**config.mk**
```make
export PLATFORM = sky130hd
export DESIGN_NAME = clk_synth_prog
export DESIGN_NICKNAME = d
export VERILOG_FILES = /design/src/rtl/clk_synth_pkg.sv /design/src/rtl/clk_synth_datapath.sv /design/src/rtl/clk_synth_ctrl.sv /design/src/rtl/clk_synth_prog.sv
export SDC_FILE = /design/constraint.sdc
export NUM_CORES = 1
export LEC_CHECK = 0
export BUFFER_PORTS_ARGS = -buffer_cell sky130_fd_sc_hd__buf_4
export CAP_MARGIN = 40
export CORE_ASPECT_RATIO = 1.75
export CORE_MARGIN = 4
export CORE_UTILIZATION = 61
export CTS_BUF_LIST = sky130_fd_sc_hd__clkbuf_8 sky130_fd_sc_hd__clkbuf_16
export CTS_CLUSTER_DIAMETER = 80
export CTS_CLUSTER_SIZE = 10
export DETAILED_ROUTE_END_ITERATION = 7
export MAX_ROUTING_LAYER = met4
export PLACE_DENSITY = 0.81
export SLEW_MARGIN = 0
export SYNTH_ARGS = -nofsm -noshare
export SYNTH_HDL_FRONTEND = slang
export SYNTH_HIERARCHICAL = 1
export SYNTH_SLANG_ARGS = --single-unit
export TNS_END_PERCENT = 1
```
**constraint.sdc**
```tcl
create_clock -name clk -period 7.4 [get_ports clk]
set_input_delay 2.22 -clock clk [delete_from_list [all_inputs] [get_ports clk]]
set_output_delay 2.22 -clock clk [all_outputs]
set_load 0.005 [all_outputs]
```
**src/rtl/clk_synth_pkg.sv**
```systemverilog
package clk_synth_pkg;

  // Sequencer states
  typedef enum logic [2:0] {
    SEQ_IDLE,
    SEQ_CLK_LOW,
    SEQ_CLK_HIGH,
    SEQ_LATCH,
    SEQ_SETTLE
  } seqState_e;

  // Strobes from control to datapath
  typedef struct packed {
    logic startLoad;
    logic divReload;
    logic shiftAdv;
    logic wordAdv;
    logic holdRegs;
  } seqCtrl_t;

  // Status from datapath to control
  typedef struct packed {
    logic trigHit;
    logic divDone;
    logic bitLast;
    logic wordLast;
    logic intervalDone;
  } seqStat_t;

endpackage

```
**src/rtl/clk_synth_datapath.sv**
```systemverilog
module clk_synth_datapath
  import clk_synth_pkg::*;
#(
  parameter int unsigned ADDR_W      = 8,
  parameter int unsigned WORD_W      = 16,
  parameter int unsigned NUM_WORDS   = 3,
  parameter int unsigned CFG_BASE    = 'h18,
  parameter int unsigned TRIG_OFS    = 'h1E,
  parameter int unsigned DIV_CYCLES  = 4,
  parameter int unsigned PROG_CYCLES = 240000
) (
  input  logic              clk,
  input  logic              rstN,
  input  logic              busWrEn,
  input  logic [ADDR_W-1:0] busAddr,
  input  logic [WORD_W-1:0] busWrData,
  output logic [WORD_W-1:0] busRdData,
  input  seqCtrl_t          ctrl,
  output seqStat_t          stat,
  input  logic              busy,
  input  logic              ready,
  output logic              serData
);

  localparam int unsigned SHIFT_W = WORD_W * NUM_WORDS;
  localparam int unsigned BIT_CW  = (WORD_W > 1) ? $clog2(WORD_W) : 1;
  localparam int unsigned WORD_CW = (NUM_WORDS > 1) ? $clog2(NUM_WORDS) : 1;
  localparam int unsigned DIV_CW  = (DIV_CYCLES > 1) ? $clog2(DIV_CYCLES) : 1;
  localparam int unsigned INT_CW  = $clog2(PROG_CYCLES + 1);
  localparam int unsigned STRIDE  = (WORD_W + 7) / 8;

  logic [WORD_W-1:0]  cfgWords [NUM_WORDS];
  logic [SHIFT_W-1:0] cfgFlat;
  logic [SHIFT_W-1:0] shiftReg;
  logic [DIV_CW-1:0]  divCnt;
  logic [BIT_CW-1:0]  bitCnt;
  logic [WORD_CW-1:0] wordCnt;
  logic [INT_CW-1:0]  intCnt;

  // Staged configuration registers, first register in the top slice
  for (genvar gi = 0; gi < NUM_WORDS; gi++) begin : g_cfg
    logic hit;
    assign hit = busWrEn && !ctrl.holdRegs &&
                 (busAddr == ADDR_W'(CFG_BASE + STRIDE * gi));
    always_ff @(posedge clk or negedge rstN) begin
      if (!rstN)    cfgWords[gi] <= '0;
      else if (hit) cfgWords[gi] <= busWrData;
    end
    assign cfgFlat[SHIFT_W - 1 - gi * WORD_W -: WORD_W] = cfgWords[gi];
  end

  // Read mux
  always_comb begin
    busRdData = '0;
    for (int i = 0; i < NUM_WORDS; i++) begin
      if (busAddr == ADDR_W'(CFG_BASE + STRIDE * i)) busRdData = cfgWords[i];
    end
    if (busAddr == ADDR_W'(TRIG_OFS)) begin
      busRdData[0] = busy;
      busRdData[1] = ready;
    end
  end

  assign stat.trigHit = busWrEn && (busAddr == ADDR_W'(TRIG_OFS)) &&
                        (busWrData == WORD_W'(1));

  // Bit period divider
  always_ff @(posedge clk or negedge rstN) begin
    if (!rstN)                               divCnt <= '0;
    else if (ctrl.startLoad || ctrl.divReload) divCnt <= DIV_CW'(DIV_CYCLES - 1);
    else if (divCnt != '0)                   divCnt <= divCnt - 1'b1;
  end
  assign stat.divDone = (divCnt == '0);

  // Bit and word position
  always_ff @(posedge clk or negedge rstN) begin
    if (!rstN) begin
      bitCnt  <= '0;
      wordCnt <= '0;
    end else if (ctrl.startLoad) begin
      bitCnt  <= '0;
      wordCnt <= '0;
    end else if (ctrl.wordAdv) begin
      bitCnt  <= '0;
      wordCnt <= wordCnt + 1'b1;
    end else if (ctrl.shiftAdv) begin
      bitCnt  <= bitCnt + 1'b1;
    end
  end
  assign stat.bitLast  = (bitCnt == BIT_CW'(WORD_W - 1));
  assign stat.wordLast = (wordCnt == WORD_CW'(NUM_WORDS - 1));

  // Programming interval
  always_ff @(posedge clk or negedge rstN) begin
    if (!rstN)               intCnt <= '0;
    else if (ctrl.startLoad) intCnt <= INT_CW'(PROG_CYCLES - 1);
    else if (intCnt != '0)   intCnt <= intCnt - 1'b1;
  end
  assign stat.intervalDone = (intCnt == '0);

  // Serial shift register, MSB leaves first
  always_ff @(posedge clk or negedge rstN) begin
    if (!rstN)               shiftReg <= '0;
    else if (ctrl.startLoad) shiftReg <= cfgFlat;
    else if (ctrl.shiftAdv)  shiftReg <= {shiftReg[SHIFT_W-2:0], 1'b0};
  end
  assign serData = shiftReg[SHIFT_W-1];


  cfg_hold_chk: assert property (@(posedge clk) disable iff (!rstN)
    ctrl.holdRegs |=> $stable(cfgFlat));


  word_bound_chk: assert property (@(posedge clk) disable iff (!rstN)
    ctrl.shiftAdv |-> (wordCnt <= WORD_CW'(NUM_WORDS - 1)));

endmodule

```
**src/rtl/clk_synth_ctrl.sv**
```systemverilog
module clk_synth_ctrl
  import clk_synth_pkg::*;
(
  input  logic     clk,
  input  logic     rstN,
  input  seqStat_t stat,
  output seqCtrl_t ctrl,
  output logic     serClk,
  output logic     serLatch,
  output logic     busy,
  output logic     ready
);

  seqState_e state, stateNext;
  logic      finish;

  always_comb begin
    ctrl          = '0;
    stateNext     = state;
    finish        = 1'b0;
    ctrl.holdRegs = (state != SEQ_IDLE);
    unique case (state)
      SEQ_IDLE: begin
        if (stat.trigHit) begin
          ctrl.startLoad = 1'b1;
          stateNext      = SEQ_CLK_LOW;
        end
      end
      SEQ_CLK_LOW: begin
        if (stat.divDone) begin
          ctrl.divReload = 1'b1;
          stateNext      = SEQ_CLK_HIGH;
        end
      end
      SEQ_CLK_HIGH: begin
        if (stat.divDone) begin
          ctrl.divReload = 1'b1;
          ctrl.shiftAdv  = 1'b1;
          stateNext      = stat.bitLast ? SEQ_LATCH : SEQ_CLK_LOW;
        end
      end
      SEQ_LATCH: begin
        if (stat.divDone) begin
          ctrl.divReload = 1'b1;
          ctrl.wordAdv   = 1'b1;
          stateNext      = stat.wordLast ? SEQ_SETTLE : SEQ_CLK_LOW;
        end
      end
      SEQ_SETTLE: begin
        if (stat.intervalDone) begin
          finish    = 1'b1;
          stateNext = SEQ_IDLE;
        end
      end
      default: stateNext = SEQ_IDLE;
    endcase
  end

  always_ff @(posedge clk or negedge rstN) begin
    if (!rstN) state <= SEQ_IDLE;
    else       state <= stateNext;
  end

  always_ff @(posedge clk or negedge rstN) begin
    if (!rstN)               ready <= 1'b0;
    else if (ctrl.startLoad) ready <= 1'b0;
    else if (finish)         ready <= 1'b1;
  end

  assign serClk   = (state == SEQ_CLK_HIGH);
  assign serLatch = (state == SEQ_LATCH);
  assign busy     = (state != SEQ_IDLE);


  ready_busy_excl_chk: assert property (@(posedge clk) disable iff (!rstN)
    !(busy && ready));


  ready_rise_chk: assert property (@(posedge clk) disable iff (!rstN)
    $rose(ready) |-> $fell(busy));


  latch_clk_excl_chk: assert property (@(posedge clk) disable iff (!rstN)
    serLatch |-> (!serClk && busy));


  start_clear_chk: assert property (@(posedge clk) disable iff (!rstN)
    ctrl.startLoad |=> (busy && !ready));

endmodule

```
**src/rtl/clk_synth_prog.sv**
```systemverilog
module clk_synth_prog
  import clk_synth_pkg::*;
#(
  parameter int unsigned ADDR_W       = 8,
  parameter int unsigned WORD_W       = 16,
  parameter int unsigned NUM_WORDS    = 3,
  parameter int unsigned CFG_BASE     = 'h18,
  parameter int unsigned TRIG_OFS     = 'h1E,
  parameter int unsigned DIV_CYCLES   = 4,
  parameter int unsigned CLK_FREQ_HZ  = 200000000,
  parameter int unsigned PROG_TIME_US = 1200
) (
  input  logic              clk,
  input  logic              rstN,
  input  logic              busWrEn,
  input  logic [ADDR_W-1:0] busAddr,
  input  logic [WORD_W-1:0] busWrData,
  output logic [WORD_W-1:0] busRdData,
  output logic              synthSclk,
  output logic              synthSdata,
  output logic              synthLatch,
  output logic              progBusy,
  output logic              clkReady
);

  localparam int unsigned PROG_CYCLES = (CLK_FREQ_HZ / 1000) * PROG_TIME_US / 1000;

  seqCtrl_t ctrl;
  seqStat_t stat;

  clk_synth_datapath #(
    .ADDR_W     (ADDR_W),
    .WORD_W     (WORD_W),
    .NUM_WORDS  (NUM_WORDS),
    .CFG_BASE   (CFG_BASE),
    .TRIG_OFS   (TRIG_OFS),
    .DIV_CYCLES (DIV_CYCLES),
    .PROG_CYCLES(PROG_CYCLES)
  ) i_datapath (
    .clk      (clk),
    .rstN     (rstN),
    .busWrEn  (busWrEn),
    .busAddr  (busAddr),
    .busWrData(busWrData),
    .busRdData(busRdData),
    .ctrl     (ctrl),
    .stat     (stat),
    .busy     (progBusy),
    .ready    (clkReady),
    .serData  (synthSdata)
  );

  clk_synth_ctrl i_ctrl (
    .clk     (clk),
    .rstN    (rstN),
    .stat    (stat),
    .ctrl    (ctrl),
    .serClk  (synthSclk),
    .serLatch(synthLatch),
    .busy    (progBusy),
    .ready   (clkReady)
  );


  data_stable_high_chk: assert property (@(posedge clk) disable iff (!rstN)
    (synthSclk && $past(synthSclk)) |-> $stable(synthSdata));


  idle_outputs_chk: assert property (@(posedge clk) disable iff (!rstN)
    !progBusy |-> (!synthSclk && !synthLatch));

endmodule

```
==> impl_metrics.toml, run 1 <==
[clock_network]
cts_buffer_depth = 2
ctsHoldBuffers = 0
insertion_delay_ns = 0.41
clkSlewWorstSetupHoldPaths_ns = 0.06
cts_tree = "done"
cts_max_level = 4
cts.sinks = 126
cts_setup_buffers = 0
numCtsBuffers = 17
cts-root-buf = "clkbuf_16"
cts_resized = 0

[run_status]
outcome = "completed"

[logic_synthesis]
synth_edf_count = 0
yosysSeqAreaShare_pct = 51.0
syn_area_um2 = 6180
syn_inst = 565
synthArstFlopShare_pct = 100
synth_top_area_share_pct = 51.0
synth_top_area_cell = "dfrtp_1"
synth_area_leaders = "dfrtp_1 (51%), mux2i_1 (11%), mux2_2 (7.1%)"
ys.flop_type = "dfrtp_1"
ys_types = 50
syn_area_per_cell_um2 = 10.9
synth_fp_nets = 596
synth_seq_cells = 126
ys_warn_count = 6

[timing]
fin_crit_sh_pct = 80.4
drv_slew = 0
setup_viol = 0
fin_setup_tns_ns = 0
final.min_clock_period_ns = 5.95
rsz0062_at_grt = "false"
slew_headroom_pct = 36.9
finClkSkew_ns = 0.0105
hold_viol = 0
tightest_slew_ns = 0.943
max_freq_ghz = 0.168
layout_setup_ws_ns = 1.45
whs_ns = 0.510

[power]
p_leak_nw = 2.94
p_per_area_nw_per_um2 = 223
p_int_mw = 1.28
comb_power_share_pct = 3.2
switchingPower_mw = 0.326
power.share.clock_pct = 53.2
switching_share_pct = 20.3
sequentialPowerShare_pct = 43.6
finalPower_mw = 1.61
ir_worst_vdd_mv = 0.179

[placed_design]
dp_hpwl_mm = 9.50
place_ws_ns = 1.46
gp_congestion = 0.900
place.port_buffers = 47

[global_route]
busiest_layer = "met2"
grt_overflow_total = 0
antenna_found_initial = 0
grt_max_degree = 53
grt_first_pass_wirelength_mm = 22.7
use_met1_pct = 28.5
globalRouteMet3Util_pct = 5.91
grtUsageMet2_pct = 42.3
grt_pass1_vias = 4576
track_usage_pct = 25.1

[floorplan]
ios = 48
die_area_um2 = 11900
dieWidth_um = 84.1
rows = 48
die_h_um = 141
core_area_um2 = 9910
start_util_pct = 62.3

[route]
drtAntennaViolNets = 0
wl_per_cell_um = 18.6
vias = 4461
finalWirelength_mm = 13.8
drtIter0Drc = 256
first_pass_iters = 5
route.detailed.drc = 0
viasPerCell = 6.04

[critical_path]
critPathKind = "in2out"
end_kind = "output pin"
start_kind = "input port"
worstPathArrival_ns = 3.73
crit_required_ns = 5.18
cp_max_fo = 20

[final_layout]
fillers = 719
utilization_pct = 72.7
drive_above_1_share_pct = 23.0
syn2layout_area_growth_pct = 16.6
antenna_cells = 0
regArea_um2 = 3150
final_nets = 632
multi_input_area_um2 = 2810

[job]
maxCapViolations = 0

[hold_path]
hold_class = "reg2reg"
[kinds of logic after synthesis]
kind of cell             synth area share, %
AND/OR/NAND/NOR                         13.7
multiplexers                            21.6
XOR/XNOR                               0.709
adder cells (fa/ha/maj)                0.810
AO/OA/AOI/OAI                           8.45
buffers and inverters                   3.69
flip-flops                              51.0
[synthesized netlist by cell type (2+ instances only)]
master,instances
or4_1,6
xnor2_1,2
buf_6,3
nand3_1,5
ha_1,4
o21ai_0,51
or3_1,5
dfrtp_1,126
mux2_4,10
or4b_1,2
mux2_2,39
or2_1,2
o31ai_1,3
buf_1,7
a21oi_1,24
o211ai_1,3
clkbuf_1,18
nand2b_1,4
nor4b_1,3
mux4_2,2
nor2_1,49
nor3_1,8
inv_1,10
nand2_1,56
o41ai_1,2
nor2b_1,10
a2111oi_0,2
mux2i_1,70
nor4_1,6
a211oi_1,2
a21boi_0,2
nand4_1,2
and3_1,2
buf_2,7
xor2_1,3
[final cells by class]
type                            instances  area share (%)
Timing Repair Buffer                   54            6.03
Clock inverter                         13            2.41
Clock buffer                           18            6.09
Tap cell                              125            2.17
Inverter                               10           0.521
Sequential cell                       126            43.8
Multi-Input combinational cell        392            39.0
[power by group through the flow]
stage,clock (mW),combinational (mW),sequential [mW]
3_3_place_gp,0,0.0478,0.711
3_5_place_dp,0,0.0513,0.712
5_1_grt,0.904,0.0567,0.700
2_1_floorplan,0,0.0163,0.711
6_report,0.855,0.0511,0.700
4_1_cts,0.869,0.0517,0.700
[final timing paths]
kind | endpoint | cells past startpoint | from | slack (ns)
setup / recovery | busRdData[14] | 5 | busAddr[7] | 1.45
hold / removal | i_datapath/divCnt[1] | 2 | i_datapath/divCnt[1] | 0.51
setup reg to reg | i_datapath/cfgFlat[21] | 4 | i_ctrl/state[1] | 4.75
hold reg to reg | i_datapath/divCnt[1] | 2 | i_datapath/divCnt[1] | 0.51
max in group asynchronous | i_datapath/shiftReg[40] | 2 | rstN | 4.65
min in group asynchronous | i_datapath/divCnt[1] | 1 | rstN | 1.78
[routing by layer]
metal	routed length, um	vias to the layer above	share of wire [%]
li1	-	2066	-
met1	5340	2219	39
met2	7310	149	53
met3	733	27	5.3
met4	374	0	2.7
met5	0	-	0
[cell usage in the layout (no fill, tap or decap), drive strengths merged, types with 4 or more instances in the layout]
cell,synthesis,routed
inv,10,12
nand3,5,5
nand2,56,56
mux2i,70,70
ha,4,4
or4,7,7
dfrtp,126,126
nor2b,10,10
nand2b,4,4
bufinv,0,4
or3,5,5
nor3,9,9
mux2,49,49
nor2,49,49
clkbuf,18,18
a21oi,24,24
nor4,8,8
buf,19,54
nor4b,4,4
clkinv,0,4
o21ai,51,51
[flip-flops by register name, summed over array words and instances, names as in the netlist]
signal	flops
i_datapath/bitCnt	4
i_datapath/wordCnt	2
i_datapath/shiftReg	48
i_datapath/cfgFlat	48
i_ctrl/ready	1
i_ctrl/state	3
i_datapath/intCnt	18
i_datapath/divCnt	2
[stage by stage]
stage,cells,area [um^2]
3_5_place_dp,707,6590
6_report,738,7210
5_1_grt,738,7210
4_1_cts,738,7210
2_1_floorplan,565,6180
3_3_place_gp,704,6550
[worst max-delay path: stages]
cell and delay [ns]:
buf_4 0.11, nor4b_2 0.25, nand3b_1 0.67, nor2_1 0.32, buf_4 0.15
Note: power is estimated with default switching activity, not from simulation.
==> run 2, diff against run 1 <==
--- a/config.mk
+++ b/config.mk
@@ -5,17 +5,18 @@
 export SDC_FILE = /design/constraint.sdc
 export NUM_CORES = 1
 export LEC_CHECK = 0
+export ABC_AREA = 1
 export BUFFER_PORTS_ARGS = -buffer_cell sky130_fd_sc_hd__buf_4
 export CAP_MARGIN = 40
 export CORE_ASPECT_RATIO = 1.75
 export CORE_MARGIN = 4
-export CORE_UTILIZATION = 61
+export CORE_UTILIZATION = 54
 export CTS_BUF_LIST = sky130_fd_sc_hd__clkbuf_8 sky130_fd_sc_hd__clkbuf_16
 export CTS_CLUSTER_DIAMETER = 80
 export CTS_CLUSTER_SIZE = 10
 export DETAILED_ROUTE_END_ITERATION = 7
 export MAX_ROUTING_LAYER = met4
-export PLACE_DENSITY = 0.81
+export PLACE_DENSITY = 0.76
 export SLEW_MARGIN = 0
 export SYNTH_ARGS = -nofsm -noshare
 export SYNTH_HDL_FRONTEND = slang
==> constraint.sdc (replaced) <==
create_clock -name clk -period 5.3 [get_ports clk]
set_input_delay 1.59 -clock clk [delete_from_list [all_inputs] [get_ports clk]]
set_output_delay 1.59 -clock clk [all_outputs]
set_load 0.005 [all_outputs]
==> impl_metrics.toml, run 2 <==
[critical_path]
end_kind = "output pin"
worstPathArrival_ns = 3.12
cp_max_fo = 23
r2r_end = "i_datapath/shiftReg[1]"
ff2ff_setup_slack_ns = 2.85
r2r-start = "i_ctrl/state[0]"
critPathKind = "in2out"
critPathCapture = "busRdData[11]"
start_kind = "input port"
reg2reg_depth = 7
startpoint = "busAddr[5]"
crit_required_ns = 3.71

[power]
p_per_area_nw_per_um2 = 317
p_leak_nw = 3.79
switchingPower_mw = 0.498
switching_share_pct = 21.5
comb_power_share_pct = 4.1
power.share.clock_pct = 52.8
sequentialPowerShare_pct = 43.1
ir_worst_vdd_mv = 0.234
p_int_mw = 1.82

[timing]
finClkSkew_ns = 0.00560
setup_viol = 0
hold_viol = 0
fin_crit_sh_pct = 88.8
fin_setup_tns_ns = 0
drv_slew = 0
layout_setup_ws_ns = 0.595
whs_ns = 0.494
slew_headroom_pct = 50.4
tightest_slew_ns = 0.743
max_freq_ghz = 0.213
final.min_clock_period_ns = 4.71
rsz0062_at_grt = "false"

[floorplan]
dieWidth_um = 89.4
core_area_um2 = 11200
die_h_um = 150
start_util_pct = 55.8
rows = 51
die_area_um2 = 13500
ios = 48

[clock_network]
clkSlewWorstSetupHoldPaths_ns = 0.05
cts_resized = 0
numCtsBuffers = 17
cts_tree = "done"
cts_max_level = 4
insertion_delay_ns = 0.41
cts-root-buf = "clkbuf_16"
ctsHoldBuffers = 0
cts_setup_buffers = 0
cts.sinks = 126
cts_buffer_depth = 2

[logic_synthesis]
synth_xor_xnor_area_share_pct = 0.140
muxShareOfSynthArea_pct = 0
yosysMostFrequentCell = "dfrtp_1"
yosysSeqAreaShare_pct = 50.3
synth_top_area_share_pct = 50.3
syn_inst = 740
syn_area_per_cell_um2 = 8.47
synth_fp_nets = 771
synth_top_area_cell = "dfrtp_1"
ys_types = 37
syn_area_um2 = 6260
synth-adder-area-share_pct = 0.799
synth-compound-area-share_pct = 14.0
ys.flop_type = "dfrtp_1"
yosys.area_share.simple_pct = 27.0
synth_area_leaders = "dfrtp_1 (50%), nand2_1 (7.2%), nor2_1 (5.5%)"
synthArstFlopShare_pct = 100
synth_edf_count = 0
synth_top_family_by_area = "simple AND/OR/NAND/NOR gates"
synth_seq_cells = 126
ys_warn_count = 6
yosys-top-cells-count = "dfrtp_1 (126), nand2_1 (121), nor2_1 (91)"

[route]
route.detailed.drc = 0
finalWirelength_mm = 18.1
drtIter0Drc = 391
viasPerCell = 6.12
drtAntennaViolNets = 0
vias = 5645
wl_per_cell_um = 19.7
first_pass_iters = 5

[hold_path]
hold_class = "reg2reg"

[job]
maxCapViolations = 0

[placed_design]
placed_area_um2 = 6680
gp_congestion = 1.03
dp_hpwl_mm = 12.4
place_ws_ns = 0.623
place.port_buffers = 47

[global_route]
grt_first_pass_wirelength_mm = 29.0
antenna_found_initial = 0
grt_overflow_total = 0
grt_pass1_vias = 5650
grt_max_degree = 61
track_usage_pct = 29.5

[final_layout]
antenna_cells = 0
syn2layout_area_growth_pct = 16.6
final_cell_mix = "dfrtp_1 (126), nand2_1 (121), nor2_1 (90)"
final_common_cell = "dfrtp_1"
final_nets = 808
utilization_pct = 65.0
fin_area_um2 = 7300
drive_above_1_share_pct = 18.9

[run_status]
outcome = "completed"
run 2: changes by cell type in the layout (fill, tap and decap cells not counted), sizes merged, moves of 14 or more:
cell   delta
mux2     -49
o21ai    +18
o22ai    +48
nand3    +50
nand2    +74
mux2i    -70
a21oi    -14
nor3     +47
inv      +62
nor2     +52
run 2: metal layers:
layer	vias up	GRT usage (%)	wire, um
met5	-	-	0
met4	0	20.1	1240
met3	72	5.26	1060
met2	252	46.8	9460
met1	2755	33.1	6370
li1	2566	-	-
run 2: cell families (layout without fill, tap and decap cells):
family | after synthesis | in the layout
buffers and inverters | 111 | 161
AOI/OAI and AO/OA | 138 | 138
xor gates and xnor gates | 1 | 1
DFF | 126 | 126
adders and majority gates | 4 | 4
and+or+nand+nor | 360 | 360
run 2: power by group through the flow:
stage	sequential (mW)	combinational, mW	clock [mW]
floorplan	1.01	0.0401	0
finish	0.998	0.0954	1.22
CTS	0.997	0.0957	1.24
global route	0.999	0.105	1.28
global placement	1.01	0.0894	0
detailed placement	1.01	0.0950	0
run 2: stage by stage:
stage | cells | power, mW
after detailed placement | 890 | 1.11
after global placement | 888 | 1.10
final | 922 | 2.32
after floorplan | 740 | 1.05
after global routing | 922 | 2.39
after CTS | 922 | 2.33
run 2: how the worst min path moves through the flow:
stage	startpoint	to	slack, ns	cells past startpoint
CTS	i_datapath/intCnt[13]	i_datapath/intCnt[13]	0.50	1
global route	i_datapath/wordCnt[0]	i_datapath/wordCnt[0]	0.52	1
detailed placement	i_datapath/wordCnt[0]	i_datapath/wordCnt[0]	0.49	1
floorplan	i_datapath/wordCnt[1]	i_datapath/wordCnt[1]	0.46	2
global placement	i_datapath/wordCnt[1]	i_datapath/wordCnt[1]	0.47	2
finish	i_datapath/intCnt[13]	i_datapath/intCnt[13]	0.49	1
run 2: worst max-delay path: stages:
cell	delay (ns)
buf_4	0.11
inv_1	0.05
nand2_2	0.08
nor2_8	0.34
nand4_2	0.39
o21ai_1	0.33
inv_1	0.08
buf_4	0.14
run 2: area by class of cell:
class | count | area (um^2)
Clock inverter | 13 | 173
Inverter | 73 | 274
Sequential cell | 126 | 3150
Tap cell | 132 | 165
Fill cell | 924 | 3930
Clock buffer | 19 | 453
Timing Repair Buffer | 56 | 453
Multi-Input combinational cell | 503 | 2630
==> run 3, diff against run 2 <==
--- a/config.mk
+++ b/config.mk
@@ -10,13 +10,12 @@
 export CAP_MARGIN = 40
 export CORE_ASPECT_RATIO = 1.75
 export CORE_MARGIN = 4
-export CORE_UTILIZATION = 54
+export CORE_UTILIZATION = 45
 export CTS_BUF_LIST = sky130_fd_sc_hd__clkbuf_8 sky130_fd_sc_hd__clkbuf_16
 export CTS_CLUSTER_DIAMETER = 80
 export CTS_CLUSTER_SIZE = 10
 export DETAILED_ROUTE_END_ITERATION = 7
 export MAX_ROUTING_LAYER = met4
-export PLACE_DENSITY = 0.76
 export SLEW_MARGIN = 0
 export SYNTH_ARGS = -nofsm -noshare
 export SYNTH_HDL_FRONTEND = slang
==> impl_metrics.toml, run 3 (synthesis results as in run 2) <==
[run_status]
outcome = "completed"

[global_route]
grt_max_degree = 61
antenna_found_initial = 0
track_usage_pct = 24.3
grt_first_pass_wirelength_mm = 29.4
grt_pass1_vias = 5547
grt_overflow_total = 0

[power]
p_per_area_nw_per_um2 = 319
p_leak_nw = 3.78
ir_worst_vdd_mv = 0.248

[timing]
max_freq_ghz = 0.213
slew_headroom_pct = 50.9
fin_setup_tns_ns = 0
drv_slew = 0
final.min_clock_period_ns = 4.68
layout_setup_ws_ns = 0.615
whs_ns = 0.491
tightest_slew_ns = 0.736
finClkSkew_ns = 0.00916
rsz0062_at_grt = "false"
hold_viol = 0
fin_crit_sh_pct = 88.4
setup_viol = 0

[route]
route.detailed.drc = 0
drtIter0Drc = 315
drtAntennaViolNets = 0
vias = 5415
first_pass_iters = 5
viasPerCell = 5.61
finalWirelength_mm = 17.9
wl_per_cell_um = 18.6

[placed_design]
place_ws_ns = 0.607
place.port_buffers = 47
dp_cells = 933
dp_hpwl_mm = 12.4
gp_congestion = 0.911

[final_layout]
stdcell_count = 965
syn2layout_area_growth_pct = 17.3
utilization_pct = 54.4
antenna_cells = 0
final_cell_mix = "dfrtp_1 (126), nand2_1 (121), nor2_1 (90)"
final_nets = 809
drive_above_1_share_pct = 19.1
final_common_cell = "dfrtp_1"

[critical_path]
crit_required_ns = 3.71
end_kind = "output pin"
r2r-start = "i_datapath/divCnt[0]"
start_kind = "input port"
startpoint = "busAddr[3]"
critPathKind = "in2out"
cp_max_fo = 7
worstPathArrival_ns = 3.09

[floorplan]
start_util_pct = 46.3
dieWidth_um = 97.2
rows = 56
ios = 48
die_area_um2 = 15900
die_h_um = 164
core_area_um2 = 13500

[clock_network]
ctsHoldBuffers = 0
cts_tree = "done"
numCtsBuffers = 17
clkSlewWorstSetupHoldPaths_ns = 0.06
cts-root-buf = "clkbuf_16"
cts_buffer_depth = 2
cts_resized = 0
insertion_delay_ns = 0.41
cts_max_level = 4
cts.sinks = 126
cts_setup_buffers = 0

[hold_path]
hold_class = "reg2reg"
holdCritStartpoint = "i_datapath/wordCnt[0]"

[job]
maxCapViolations = 0
run 3: final timing paths:
check / cells past startpoint / to / slack (ns)
setup / recovery: 10 / busRdData[11] / 0.62
hold / removal: 1 / i_datapath/wordCnt[0] / 0.49
setup reg to reg: 8 / i_datapath/shiftReg[47] / 2.82
hold reg to reg: 1 / i_datapath/wordCnt[0] / 0.49
max in group asynchronous: 2 / i_datapath/shiftReg[22] / 3.09
min in group asynchronous: 1 / i_datapath/intCnt[13] / 1.23
run 3: worst max-delay path: stages:
cell	delay (ns)
buf_4	0.08
inv_1	0.06
nor2_1	0.44
nand2_2	0.22
nor2_2	0.28
nand2_1	0.10
nand3_1	0.07
o21ai_1	0.08
inv_1	0.07
buf_4	0.10
run 3: through the flow:
stage	instance area [um^2]	power, mW
finish	7350	2.34
detailed placement	6710	1.11
global placement	6710	1.11
floorplan	6260	1.05
CTS	7350	2.37
global route	7350	2.42
run 3: cell type report:
type	instances	area, um^2
Fill cell	1254	6170
Multi-Input combinational cell	503	2630
Clock buffer	21	480
Sequential cell	126	3150
Clock inverter	11	164
Inverter	73	274
Tap cell	174	218
Timing Repair Buffer	57	428
run 3: layer usage:
layer / track usage [%] / share of wire [%] / up-vias
met5: - / 0 / -
met1: 25.6 / 38 / 2654
li1: - / - / 2576
met4: 15.3 / 6.4 / 0
met2: 42.4 / 53 / 127
met3: 3.82 / 2.9 / 58
run 3: report_power, final:
group          switching [mW]  internal (mW)  total, mW
combinational          0.0622         0.0292     0.0914
sequential             0.0186          0.980      0.999
clock                   0.419          0.833       1.25
